[src/rtl/snp_pkg.sv]
package snp_pkg;

  typedef enum logic [1:0] {
    SNP_RD   = 2'b00,
    SNP_INV  = 2'b01,
    SNP_WINV = 2'b10,
    SNP_RFO  = 2'b11
  } snp_cmd_e;

  typedef struct packed {
    logic nack;
    logic sat;
    logic shared;
    logic supply;
    logic append;
    logic wb_take;
    logic wb_mark;
    logic pass;
  } snp_out_t;

  function automatic logic cmd_reads(snp_cmd_e c);
    return (c == SNP_RD) || (c == SNP_RFO);
  endfunction

  function automatic logic cmd_invals(snp_cmd_e c);
    return c != SNP_RD;
  endfunction

  // commands that may never be refused by an in-flight miss
  function automatic logic cmd_no_nack(snp_cmd_e c);
    return (c == SNP_INV) || (c == SNP_WINV);
  endfunction

endpackage

[src/rtl/snp_word_pick.sv]
module snp_word_pick #(
  parameter int WORD_W = 32,
  parameter int WORDS  = 8,
  localparam int LINE_W = WORD_W * WORDS,
  localparam int IDX_W  = $clog2(WORDS)
) (
  input  logic [LINE_W-1:0] line,
  input  logic [IDX_W-1:0]  idx,
  output logic [WORD_W-1:0] word
);
  logic [WORD_W-1:0] lanes [WORDS];

  for (genvar g = 0; g < WORDS; g++) begin : g_lane
    assign lanes[g] = line[g*WORD_W +: WORD_W];
  end

  assign word = lanes[idx];
endmodule

[src/rtl/snp_classify.sv]
module snp_classify
  import snp_pkg::*;
(
  input  logic     valid,
  input  snp_cmd_e cmd,
  input  logic     uncache,
  input  logic     mt_hit,
  input  logic     mt_svc,
  input  logic     mt_inval,
  input  logic     mt_fill,
  input  logic     wb_hit,
  input  logic     wb_cache,
  output snp_out_t res
);
  logic refuse;
  assign refuse = (mt_inval || !mt_fill) && !cmd_no_nack(cmd);

  always_comb begin
    res = '0;
    if (valid && !uncache) begin
      if (mt_hit && mt_svc) begin
        if (refuse) begin
          res.nack = 1'b1;
          res.sat  = 1'b1;
        end else begin
          res.append = 1'b1;
        end
      end else if (wb_hit && wb_cache) begin
        res.wb_take = 1'b1;
        if (cmd_reads(cmd)) begin
          res.sat    = 1'b1;
          res.shared = 1'b1;
          res.supply = 1'b1;
        end
        if (cmd_invals(cmd)) res.wb_mark = 1'b1;
      end else begin
        res.pass = 1'b1;
      end
    end
  end
endmodule

[src/rtl/snp_resolver.sv]
module snp_resolver
  import snp_pkg::*;
#(
  parameter int LINE_BYTES = 32,
  parameter int WORD_BYTES = 4,
  localparam int WORD_W = WORD_BYTES * 8,
  localparam int WORDS  = LINE_BYTES / WORD_BYTES,
  localparam int LINE_W = WORD_W * WORDS,
  localparam int IDX_W  = $clog2(WORDS)
) (
  input  logic              clk,
  input  logic              rst,
  input  logic              snp_valid,
  input  logic [1:0]        snp_cmd,
  input  logic [IDX_W-1:0]  snp_word,
  input  logic              snp_uncache,
  input  logic              mt_hit,
  input  logic              mt_in_service,
  input  logic              mt_req_inval,
  input  logic              mt_req_fill,
  input  logic              wb_hit,
  input  logic              wb_cacheable,
  input  logic [LINE_W-1:0] wb_line,
  output logic              o_nack,
  output logic              o_satisfied,
  output logic              o_shared,
  output logic              o_supply,
  output logic [WORD_W-1:0] o_data,
  output logic              o_append_inval,
  output logic              o_wb_taken,
  output logic              o_wb_mark,
  output logic              o_pass
);
  snp_out_t          res_d, res_q;
  logic [WORD_W-1:0] word_d, data_q;

  snp_classify u_cls (
    .valid    (snp_valid),
    .cmd      (snp_cmd_e'(snp_cmd)),
    .uncache  (snp_uncache),
    .mt_hit   (mt_hit),
    .mt_svc   (mt_in_service),
    .mt_inval (mt_req_inval),
    .mt_fill  (mt_req_fill),
    .wb_hit   (wb_hit),
    .wb_cache (wb_cacheable),
    .res      (res_d)
  );

  snp_word_pick #(.WORD_W(WORD_W), .WORDS(WORDS)) u_pick (
    .line (wb_line),
    .idx  (snp_word),
    .word (word_d)
  );

  always_ff @(posedge clk) begin
    if (rst) begin
      res_q  <= '0;
      data_q <= '0;
    end else begin
      res_q  <= res_d;
      data_q <= res_d.supply ? word_d : '0;
    end
  end

  assign o_nack         = res_q.nack;
  assign o_satisfied    = res_q.sat;
  assign o_shared       = res_q.shared;
  assign o_supply       = res_q.supply;
  assign o_data         = data_q;
  assign o_append_inval = res_q.append;
  assign o_wb_taken     = res_q.wb_take;
  assign o_wb_mark      = res_q.wb_mark;
  assign o_pass         = res_q.pass;
endmodule

[config.mk]
export PLATFORM = sky130hd
export DESIGN_NAME = snp_resolver
export DESIGN_NICKNAME = d
export VERILOG_FILES = /design/src/rtl/snp_pkg.sv /design/src/rtl/snp_word_pick.sv /design/src/rtl/snp_classify.sv /design/src/rtl/snp_resolver.sv
export SDC_FILE = /design/constraint.sdc
export NUM_CORES = 1
export LEC_CHECK = 0
export ABC_AREA = 1
export BUFFER_PORTS_ARGS = -buffer_cell sky130_fd_sc_hd__buf_4
export CORE_AREA = 5 5 118 120
export CTS_CLUSTER_DIAMETER = 120
export DETAILED_ROUTE_END_ITERATION = 16
export DIE_AREA = 0 0 123 125
export MAX_ROUTING_LAYER = met4
export PLACE_DENSITY = 0.84
export SKIP_CTS_REPAIR_TIMING = 1
export SLEW_MARGIN = 20
export SYNTH_ARGS = -nofsm -noshare
export SYNTH_HDL_FRONTEND = slang
export SYNTH_HIERARCHICAL = 1
export SYNTH_SLANG_ARGS = --single-unit
[constraint.sdc]
create_clock -name clk -period 2.9 [get_ports clk]
set_input_delay 0.29 -clock clk [delete_from_list [all_inputs] [get_ports clk]]
set_output_delay 0.29 -clock clk [all_outputs]
set_load 0.01 [all_outputs]
==> results.sh, run 1 <==
export IMPL_status="finished, final reports clean"
export IMPL_die_h_um=125
export IMPL_clkPwrFrac_pct=28.9
export IMPL_crit_family="buffers and inverters"
export IMPL_holdPathEnd="o_wb_taken$_SDFF_PP0_"
export IMPL_hold_depth=2
export IMPL_port_buffers=310
export IMPL_leakagePower_uw=0.005046
export IMPL_ys_ff_latch=40
export IMPL_grt_pass1_vias=5728
export IMPL_min_delay_start="rst"
export IMPL_power_total_uw=1867
export IMPL_fin_nets=1544
export IMPL_start_util_pct=37.74
export IMPL_cts_tree="yes"
export IMPL_period_share_pct=55.82
export IMPL_diodes=0
export IMPL_avgSynthCellArea_um2=4.844
export IMPL_clock_sinks=40
export IMPL_vias=6287
export IMPL_synthDistinctLibCells=17
export IMPL_syn_nets=1275
export IMPL_cp_slowest_cell="inv_4"
export IMPL_arrival_ns=1.78
export IMPL_critical_path_buf_inv_count=4
export IMPL_critical_path_max_stage_delay_ns=0.36
export IMPL_worstMarginPinSlew_ns=1.065
export IMPL_drive_above_1_share_pct=28.44
export IMPL_cpMostUsedCell="nand2_1"
export IMPL_ios=311
export IMPL_postRouteAntennaNets=0
export IMPL_overflow=0
export IMPL_ys_seq_area_share_pct=16.48
export IMPL_setup_ws_ns=1.281
export IMPL_min_path_type="in -> reg"
export IMPL_row_count=42
export IMPL_antenna_found_initial=0
export IMPL_crit_fanout=77
export IMPL_dpl_hpwl_um=15050
export IMPL_max_freq_ghz=0.6177
export IMPL_drt_iter0_markers=437
export IMPL_power_frac_seq_pct=29.7
export IMPL_slew_headroom_pct=28.94
export IMPL_start_kind="input port"
export IMPL_place_congestion=0.8492
export IMPL_whs_ns=0.2304
export IMPL_min_period_ns=1.619
export IMPL_syn_area_um2=4858
export IMPL_rsz0062_at_grt="no"
export IMPL_cts_htree_levels=2
export IMPL_grt_pass1_wl_um=28520
export IMPL_numCtsBuffers=5
export IMPL_syn_instance_count=1003
export IMPL_root_buffer="clkbuf_16"
export IMPL_switchingPower_uw=606.3
export IMPL_firstDrtPassIters=7
export IMPL_path_class="in -> reg"
export IMPL_largest_reg_flops=32
export IMPL_maxCapViolCount=0
export IMPL_slew_violations=0
export IMPL_end_kind="register"
export IMPL_die_x_um=123
export IMPL_internal_power_uw=1261
export IMPL_wl_per_cell_um=12.90
export IMPL_syn2layout_area_growth_pct=49.27
export IMPL_grt_usage_pct=23.55
export IMPL_ys_warnings_count=6
export IMPL_routed_wl_um=18690
export IMPL_ir_worst_vdd_uv=242.1
export IMPL_clkTransAtPathRegs_ns=0.06
export IMPL_worstPathRequired_ns=3.06
export IMPL_cts_buffer_depth=2
export IMPL_hold_viol=0
export IMPL_drc=0
export IMPL_grt_max_degree=78
export IMPL_power_frac_comb_pct=41.4
export IMPL_final_core_util_pct=56.33
export IMPL_vias_per_cell=4.339
export IMPL_powerDensity_nw_per_um2=257.4
export IMPL_finalSetupTns_ns=0
export IMPL_setup_viol_count_final=0
export IMPL_dp_slack_ns=1.034
export IMPL_path_cells="buf_4 > inv_4 > buf_12 > nand2_1 > nand3_1 > nand2_1 > nand2_1 > nand2_1 > inv_1 > nor2_2"
export IMPL_core_area_um2=12870
export IMPL_dieArea_um2=15380
export IMPL_p_sw_share_pct=32.47
## cell usage after synthesis, drive strengths merged
cell / number / area (µm²)
nand2: 423 / 1598
inv: 310 / 1164
nand3: 130 / 655.6
buf: 47 / 340.3
nor2: 45 / 249.0
dfxtp: 40 / 800.8
clkbuf: 6 / 22.52
a21oi: 1 / 16.27
ha: 1 / 12.51
## how the worst max path moves through the flow
stage               slack [ns]         from  cells after the start                     to
CTS                       1.33  snp_word[0]                     10  o_data[13]$_SDFF_PP0_
finish                    1.28  snp_word[0]                     10   o_data[8]$_SDFF_PP0_
floorplan                 1.62   snp_cmd[0]                      8   o_data[0]$_SDFF_PP0_
global placement          1.04  snp_word[0]                     10  o_data[13]$_SDFF_PP0_
global route              1.14  snp_word[0]                     10   o_data[8]$_SDFF_PP0_
detailed placement        1.03  snp_word[0]                     10  o_data[13]$_SDFF_PP0_
## cell type report
| cell class | instances | area (µm²) |
|---|---|---|
| clock inverters | 3 | 18.77 |
| flip-flops and latches | 40 | 800.8 |
| clock buffers | 5 | 125.1 |
| fillers | 1333 | 5623 |
| repair buffers | 315 | 2390 |
| multi-input cells | 600 | 2531 |
| inverters | 310 | 1166 |
| well taps | 176 | 220.2 |
## metal layers
metal,part of all wire [%],global-route usage [%],vias up
met5,0,-,-
met4,3.4,7.818,0
met3,7.7,3.749,42
met2,46,36.89,253
met1,43,30.86,2672
li1,-,-,3320
## cell usage in the layout, fill, tap and decap left out
master	synthesis	routed
nand2_4	1	1
nand3_2	1	1
nor2_2	32	32
ha_1	1	1
inv_2	3	2
nand2_1	421	421
a21oi_4	1	1
inv_1	307	307
clkbuf_16	0	5
clkinv_4	0	1
nand3_1	129	129
inv_4	0	1
clkinv_2	0	2
dfxtp_1	40	40
nand2_2	1	1
buf_4	7	313
buf_12	0	2
nor2_1	13	13
## power groups by stage
stage	logic, µW	registers [µW]	clock network (µW)
floorplan	416	569	0
global placement	763	567	0
detailed placement	769	567	0
CTS	772	555	554
global route	869	555	578
finish	773	555	539
## per-stage QoR
stage | instances | instance area (µm²)
floorplan | 1003 | 4858
global placement | 1441 | 7108
detailed placement | 1441 | 7108
CTS | 1449 | 7252
global route | 1449 | 7252
finish | 1449 | 7252
## logic make-up after synthesis
logic type               synth area share, %
buffers and inverters                  31.42
adder cells (fa/ha/maj)               0.2575
AND/OR/NAND/NOR                        51.51
AO/OA/AOI/OAI                         0.3349
flip-flops                             16.48
Note: power is estimated with default switching activity, not from simulation.
==> run 2: changes to the inputs <==
--- a/config.mk
+++ b/config.mk
@@ -5,14 +5,14 @@
 export SDC_FILE = /design/constraint.sdc
 export NUM_CORES = 1
 export LEC_CHECK = 0
-export ABC_AREA = 1
+export ABC_AREA = 0
 export BUFFER_PORTS_ARGS = -buffer_cell sky130_fd_sc_hd__buf_4
 export CORE_AREA = 5 5 118 120
 export CTS_CLUSTER_DIAMETER = 120
 export DETAILED_ROUTE_END_ITERATION = 16
 export DIE_AREA = 0 0 123 125
 export MAX_ROUTING_LAYER = met4
-export PLACE_DENSITY = 0.84
+export PLACE_DENSITY = 0.73
 export SKIP_CTS_REPAIR_TIMING = 1
 export SLEW_MARGIN = 20
 export SYNTH_ARGS = -nofsm -noshare
==> constraint.sdc (replaced) <==
create_clock -name clk -period 1.4 [get_ports clk]
set_input_delay 0.14 -clock clk [delete_from_list [all_inputs] [get_ports clk]]
set_output_delay 0.14 -clock clk [all_outputs]
set_load 0.01 [all_outputs]
==> results.sh, run 2 <==
export IMPL_synthSimpleGateAreaFrac_pct=11.62
export IMPL_syn_nets=493
export IMPL_numCtsBuffers=5
export IMPL_yosys_area_share_adder_pct=0.3724
export IMPL_postRouteAntennaNets=0
export IMPL_crit_family="multiplexers"
export IMPL_slew_violations=0
export IMPL_cts_htree_levels=2
export IMPL_clock_sinks=40
export IMPL_place_congestion=0.8679
export IMPL_finalInstanceArea_um2=6015
export IMPL_port_buffers=310
export IMPL_critical_path_buf_inv_count=2
export IMPL_drive_above_1_share_pct=81.03
export IMPL_min_delay_start="wb_cacheable"
export IMPL_avgSynthCellArea_um2=15.20
export IMPL_slew_headroom_pct=73.93
export IMPL_layout_cells_most_common="buf_4"
export IMPL_drc=0
export IMPL_async_flop_share_pct=0
export IMPL_hold_viol=0
export IMPL_arrival_ns=1.53
export IMPL_start_util_pct=26.09
export IMPL_synth_xor_area_share_pct=0
export IMPL_period_share_pct=96.41
export IMPL_grt_pass1_vias=3750
export IMPL_dieArea_um2=15380
export IMPL_final_cell_mix="313 x buf_4, 60 x mux4_2, 40 x dfxtp_1"
export IMPL_worstMarginPinSlew_ns=0.3910
export IMPL_synthDistinctLibCells=24
export IMPL_die_h_um=125
export IMPL_powerDensity_nw_per_um2=639.2
export IMPL_ys_ff_latch=40
export IMPL_grt_max_degree=41
export IMPL_maxCapViolCount=0
export IMPL_cp_slowest_cell="mux4_1"
export IMPL_overflow=0
export IMPL_core_area_um2=12870
export IMPL_firstDrtPassIters=4
export IMPL_placed_cell_area_um2=5832
export IMPL_cts_buffer_depth=2
export IMPL_seq_area_um2=800.8
export IMPL_end_kind="register"
export IMPL_grt_usage_pct=18.44
export IMPL_syn2layout_area_growth_pct=79.03
export IMPL_dpl_hpwl_um=12170
export IMPL_vias=3321
export IMPL_crit_fanout=26
export IMPL_status="finished, final reports clean"
export IMPL_synth_top_family_by_area="multiplexers"
export IMPL_cts_tree="yes"
export IMPL_antenna_found_initial=1
export IMPL_setup_viol_count_final=0
export IMPL_min_period_ns=1.350
export IMPL_ys_warnings_count=6
export IMPL_path_class="in -> reg"
export IMPL_rsz0062_at_grt="yes"
export IMPL_finalSetupTns_ns=0
export IMPL_synth_flop_cell="dfxtp_1"
export IMPL_min_path_type="in -> reg"
export IMPL_die_x_um=123
export IMPL_synth_top_cells_by_area="mux4_1 31%, dfxtp_1 24%, mux4_2 16%, mux2_2 11%, and3b_1 8.3%"
export IMPL_ys_seq_area_share_pct=23.84
export IMPL_critical_path_max_stage_delay_ns=0.58
export IMPL_multi_input_area_um2=2326
export IMPL_ios=311
export IMPL_vias_per_cell=4.751
export IMPL_worstPathRequired_ns=1.58
export IMPL_syn_area_um2=3359
export IMPL_largest_reg_flops=32
export IMPL_routed_wl_um=14110
export IMPL_ys_top_cells_by_count="40 x dfxtp_1, 40 x mux4_1, 32 x and3b_1, 32 x mux2_2, 24 x mux4_2"
export IMPL_ir_worst_vdd_uv=390.6
export IMPL_clkTransAtPathRegs_ns=0.07
export IMPL_path_cells="buf_4 > buf_12 > mux4_1 > mux2_2 > and3b_1"
export IMPL_setup_worst_path_start="snp_word[0]"
export IMPL_synth_edf_count=0
export IMPL_syn_instance_count=221
export IMPL_leakagePower_uw=0.002953
export IMPL_yosys_area_top_type="mux4_1"
export IMPL_grt_pass1_wl_um=21090
export IMPL_synth_top_area_share_pct=31.28
export IMPL_synthMuxAreaShare_pct=58.10
export IMPL_fin_nets=793
export IMPL_root_buffer="clkbuf_16"
export IMPL_max_freq_ghz=0.7409
export IMPL_nFillCells=1188
export IMPL_start_kind="input port"
export IMPL_synth_compound_area_share_pct=0.7449
export IMPL_row_count=42
export IMPL_drt_iter0_markers=121
export IMPL_wl_per_cell_um=20.18
-- run 2: routing by layer --
| layer | wire, µm | vias up | GRT usage [%] |
|---|---|---|---|
| met3 | 1069 | 16 | 3.613 |
| met5 | 0 | - | - |
| met4 | 245 | 0 | 4.365 |
| li1 | - | 1506 | - |
| met2 | 7395 | 178 | 31.78 |
| met1 | 5398 | 1621 | 22.13 |
-- run 2: worst paths after layout --
check | endpoint | slack (ns) | depth (start not counted)
setup / recovery | o_data[28]$_SDFF_PP0_ | 0.05 | 5
hold / removal | o_pass$_SDFF_PP0_ | 0.15 | 3
-- run 2: final cells by class --
type / count / share of cell area [%]
clock buffers: 5 / 2.080
flip-flops and latches: 40 / 13.31
diodes: 1 / 0.04161
well taps: 176 / 3.661
repair buffers: 319 / 41.19
inverters: 4 / 0.2496
clock inverters: 3 / 0.7905
multi-input cells: 151 / 38.67
-- run 2: kinds of logic after synthesis --
group                      count (synthesis)
adders and majority gates                  1
buffers and inverters                     30
AOI/OAI and AO/OA                          3
DFF                                       40
muxes                                     96
and+or+nand+nor                           51
-- run 2: metrics by stage --
stage	util, %	total power [µW]	hold slack [ns]	setup slack (ns)	instances
after floorplan	-	1849	0.3363	-0.03065	221
after global placement	45.30	2499	0.4454	-0.2371	690
after detailed placement	45.30	2529	0.4521	-0.2508	690
after CTS	46.64	3905	0.1476	0.05233	698
after global routing	46.72	4042	0.1453	-0.001661	699
final	46.72	3844	0.1533	0.05029	699
-- run 2: where the power goes --
group	internal, µW	switching [µW]	leakage (µW)
Clock	848	504	0.0000840
Combinational	969	374	0.00255
Sequential	1150	2.70	0.000323
==> run 3: changes to the inputs <==
==> constraint.sdc (replaced) <==
create_clock -name clk -period 1.1 [get_ports clk]
set_input_delay 0.11 -clock clk [delete_from_list [all_inputs] [get_ports clk]]
set_output_delay 0.11 -clock clk [all_outputs]
set_load 0.01 [all_outputs]
==> results.sh, run 3 (same netlist as run 2, synthesis figures left out) <==
export IMPL_status="finished with violations"
export IMPL_failed_checks="negative setup slack"
export IMPL_finalInstanceArea_um2=6254
export IMPL_finalSetupTns_ns=-1.936
export IMPL_multi_input_area_um2=2333
export IMPL_die_h_um=125
export IMPL_dpl_hpwl_um=12370
export IMPL_core_area_um2=12870
export IMPL_cp_slowest_cell="mux4_2"
export IMPL_grt_pass1_wl_um=21050
export IMPL_max_freq_ghz=0.8412
export IMPL_crit_fanout=7
export IMPL_wl_per_cell_um=21.52
export IMPL_clock_sinks=40
export IMPL_clkTransAtPathRegs_ns=0.07
export IMPL_routed_wl_um=15300
export IMPL_port_buffers=310
export IMPL_min_path_type="in -> reg"
export IMPL_grt_max_degree=41
export IMPL_fin_nets=803
export IMPL_setup_worst_path_start="snp_word[0]"
export IMPL_final_cell_mix="313 x buf_4, 64 x mux4_2, 40 x dfxtp_1"
export IMPL_syn2layout_area_growth_pct=86.15
export IMPL_drive_above_1_share_pct=82.14
export IMPL_end_kind="register"
export IMPL_placed_cell_area_um2=5854
export IMPL_worstPathRequired_ns=1.27
export IMPL_whs_ns=0.1213
export IMPL_cts_tree="yes"
export IMPL_drt_iter0_markers=133
export IMPL_grt_pass1_vias=3712
export IMPL_cts_buffer_depth=2
export IMPL_path_cells="buf_16 > clkbuf_16 > mux4_2 > mux2_4 > and3b_1"
export IMPL_setup_viol_count_final=32
export IMPL_die_x_um=123
export IMPL_maxCapViolCount=0
export IMPL_powerDensity_nw_per_um2=802.7
export IMPL_root_buffer="clkbuf_16"
export IMPL_ir_worst_vdd_uv=529.9
export IMPL_antenna_found_initial=3
export IMPL_layout_cells_most_common="buf_4"
export IMPL_rsz0062_at_grt="yes"
export IMPL_postRouteAntennaNets=0
export IMPL_setup_ws_ns=-0.08884
export IMPL_row_count=42
export IMPL_slew_headroom_pct=74.05
export IMPL_endpoint="o_data[1]$_SDFF_PP0_"
export IMPL_cts_htree_levels=2
export IMPL_dieArea_um2=15380
export IMPL_slew_violations=0
export IMPL_ios=311
export IMPL_largest_reg_flops=32
export IMPL_min_period_ns=1.189
export IMPL_dp_slack_ns=-0.5323
export IMPL_start_util_pct=26.09
export IMPL_start_kind="input port"
export IMPL_vias=3450
export IMPL_grt_usage_pct=18.50
export IMPL_period_share_pct=108.1
export IMPL_firstDrtPassIters=4
export IMPL_worstMarginPinSlew_ns=0.3892
export IMPL_path_class="in -> reg"
export IMPL_leakagePower_uw=0.003072
export IMPL_nFillCells=1182
export IMPL_seq_area_um2=800.8
export IMPL_vias_per_cell=4.852
export IMPL_critical_path_max_stage_delay_ns=0.50
export IMPL_overflow=0
export IMPL_drc=0
export IMPL_arrival_ns=1.36
export IMPL_place_congestion=0.8718
export IMPL_numCtsBuffers=5
export IMPL_hold_viol=0
run 3: worst max-delay path: cells and delay by family:
family	cells	cell delay (ns)
muxes	2	0.77
and+or+nand+nor	1	0.16
buffers and inverters	2	0.30
run 3: power by group:
part	switching, µW	internal (µW)	leakage (µW)	total (µW)
registers	3.68	1460	0.000323	1460
logic	509	1330	0.00267	1840
clock network	637	1080	0.0000840	1720
run 3: layout make-up:
class	count	area share, %
Antenna cell	3	0.1200
Clock buffer	5	2.001
Clock inverter	3	0.7603
Inverter	4	0.2401
Multi-Input combinational cell	151	37.31
Sequential cell	40	12.81
Tap cell	176	3.521
Timing Repair Buffer	329	43.24
run 3: how the worst min path moves through the flow:
stage / endpoint / cells after the start / startpoint / slack (ns)
after global placement: o_pass$_SDFF_PP0_ / 3 / wb_cacheable / 0.42
after detailed placement: o_pass$_SDFF_PP0_ / 3 / wb_cacheable / 0.42
final: o_pass$_SDFF_PP0_ / 3 / wb_cacheable / 0.12
after floorplan: o_pass$_SDFF_PP0_ / 2 / wb_cacheable / 0.31
after CTS: o_pass$_SDFF_PP0_ / 3 / wb_cacheable / 0.12
after global routing: o_pass$_SDFF_PP0_ / 3 / wb_cacheable / 0.13
run 3: per-stage QoR:
stage / instances / power [µW] / util (%)
5_1_grt: 711 / 5243 / 48.57
4_1_cts: 701 / 4949 / 46.81
2_1_floorplan: 221 / 2353 / -
6_report: 711 / 5020 / 48.57
3_5_place_dp: 693 / 3222 / 45.47
3_3_place_gp: 693 / 3188 / 45.47
run 3: per-layer routing:
metal / global-route usage [%] / share of wire [%]
met5: - / 0
met4: 3.713 / 1.5
met3: 4.878 / 8.5
met2: 32.39 / 53
met1: 21.27 / 37
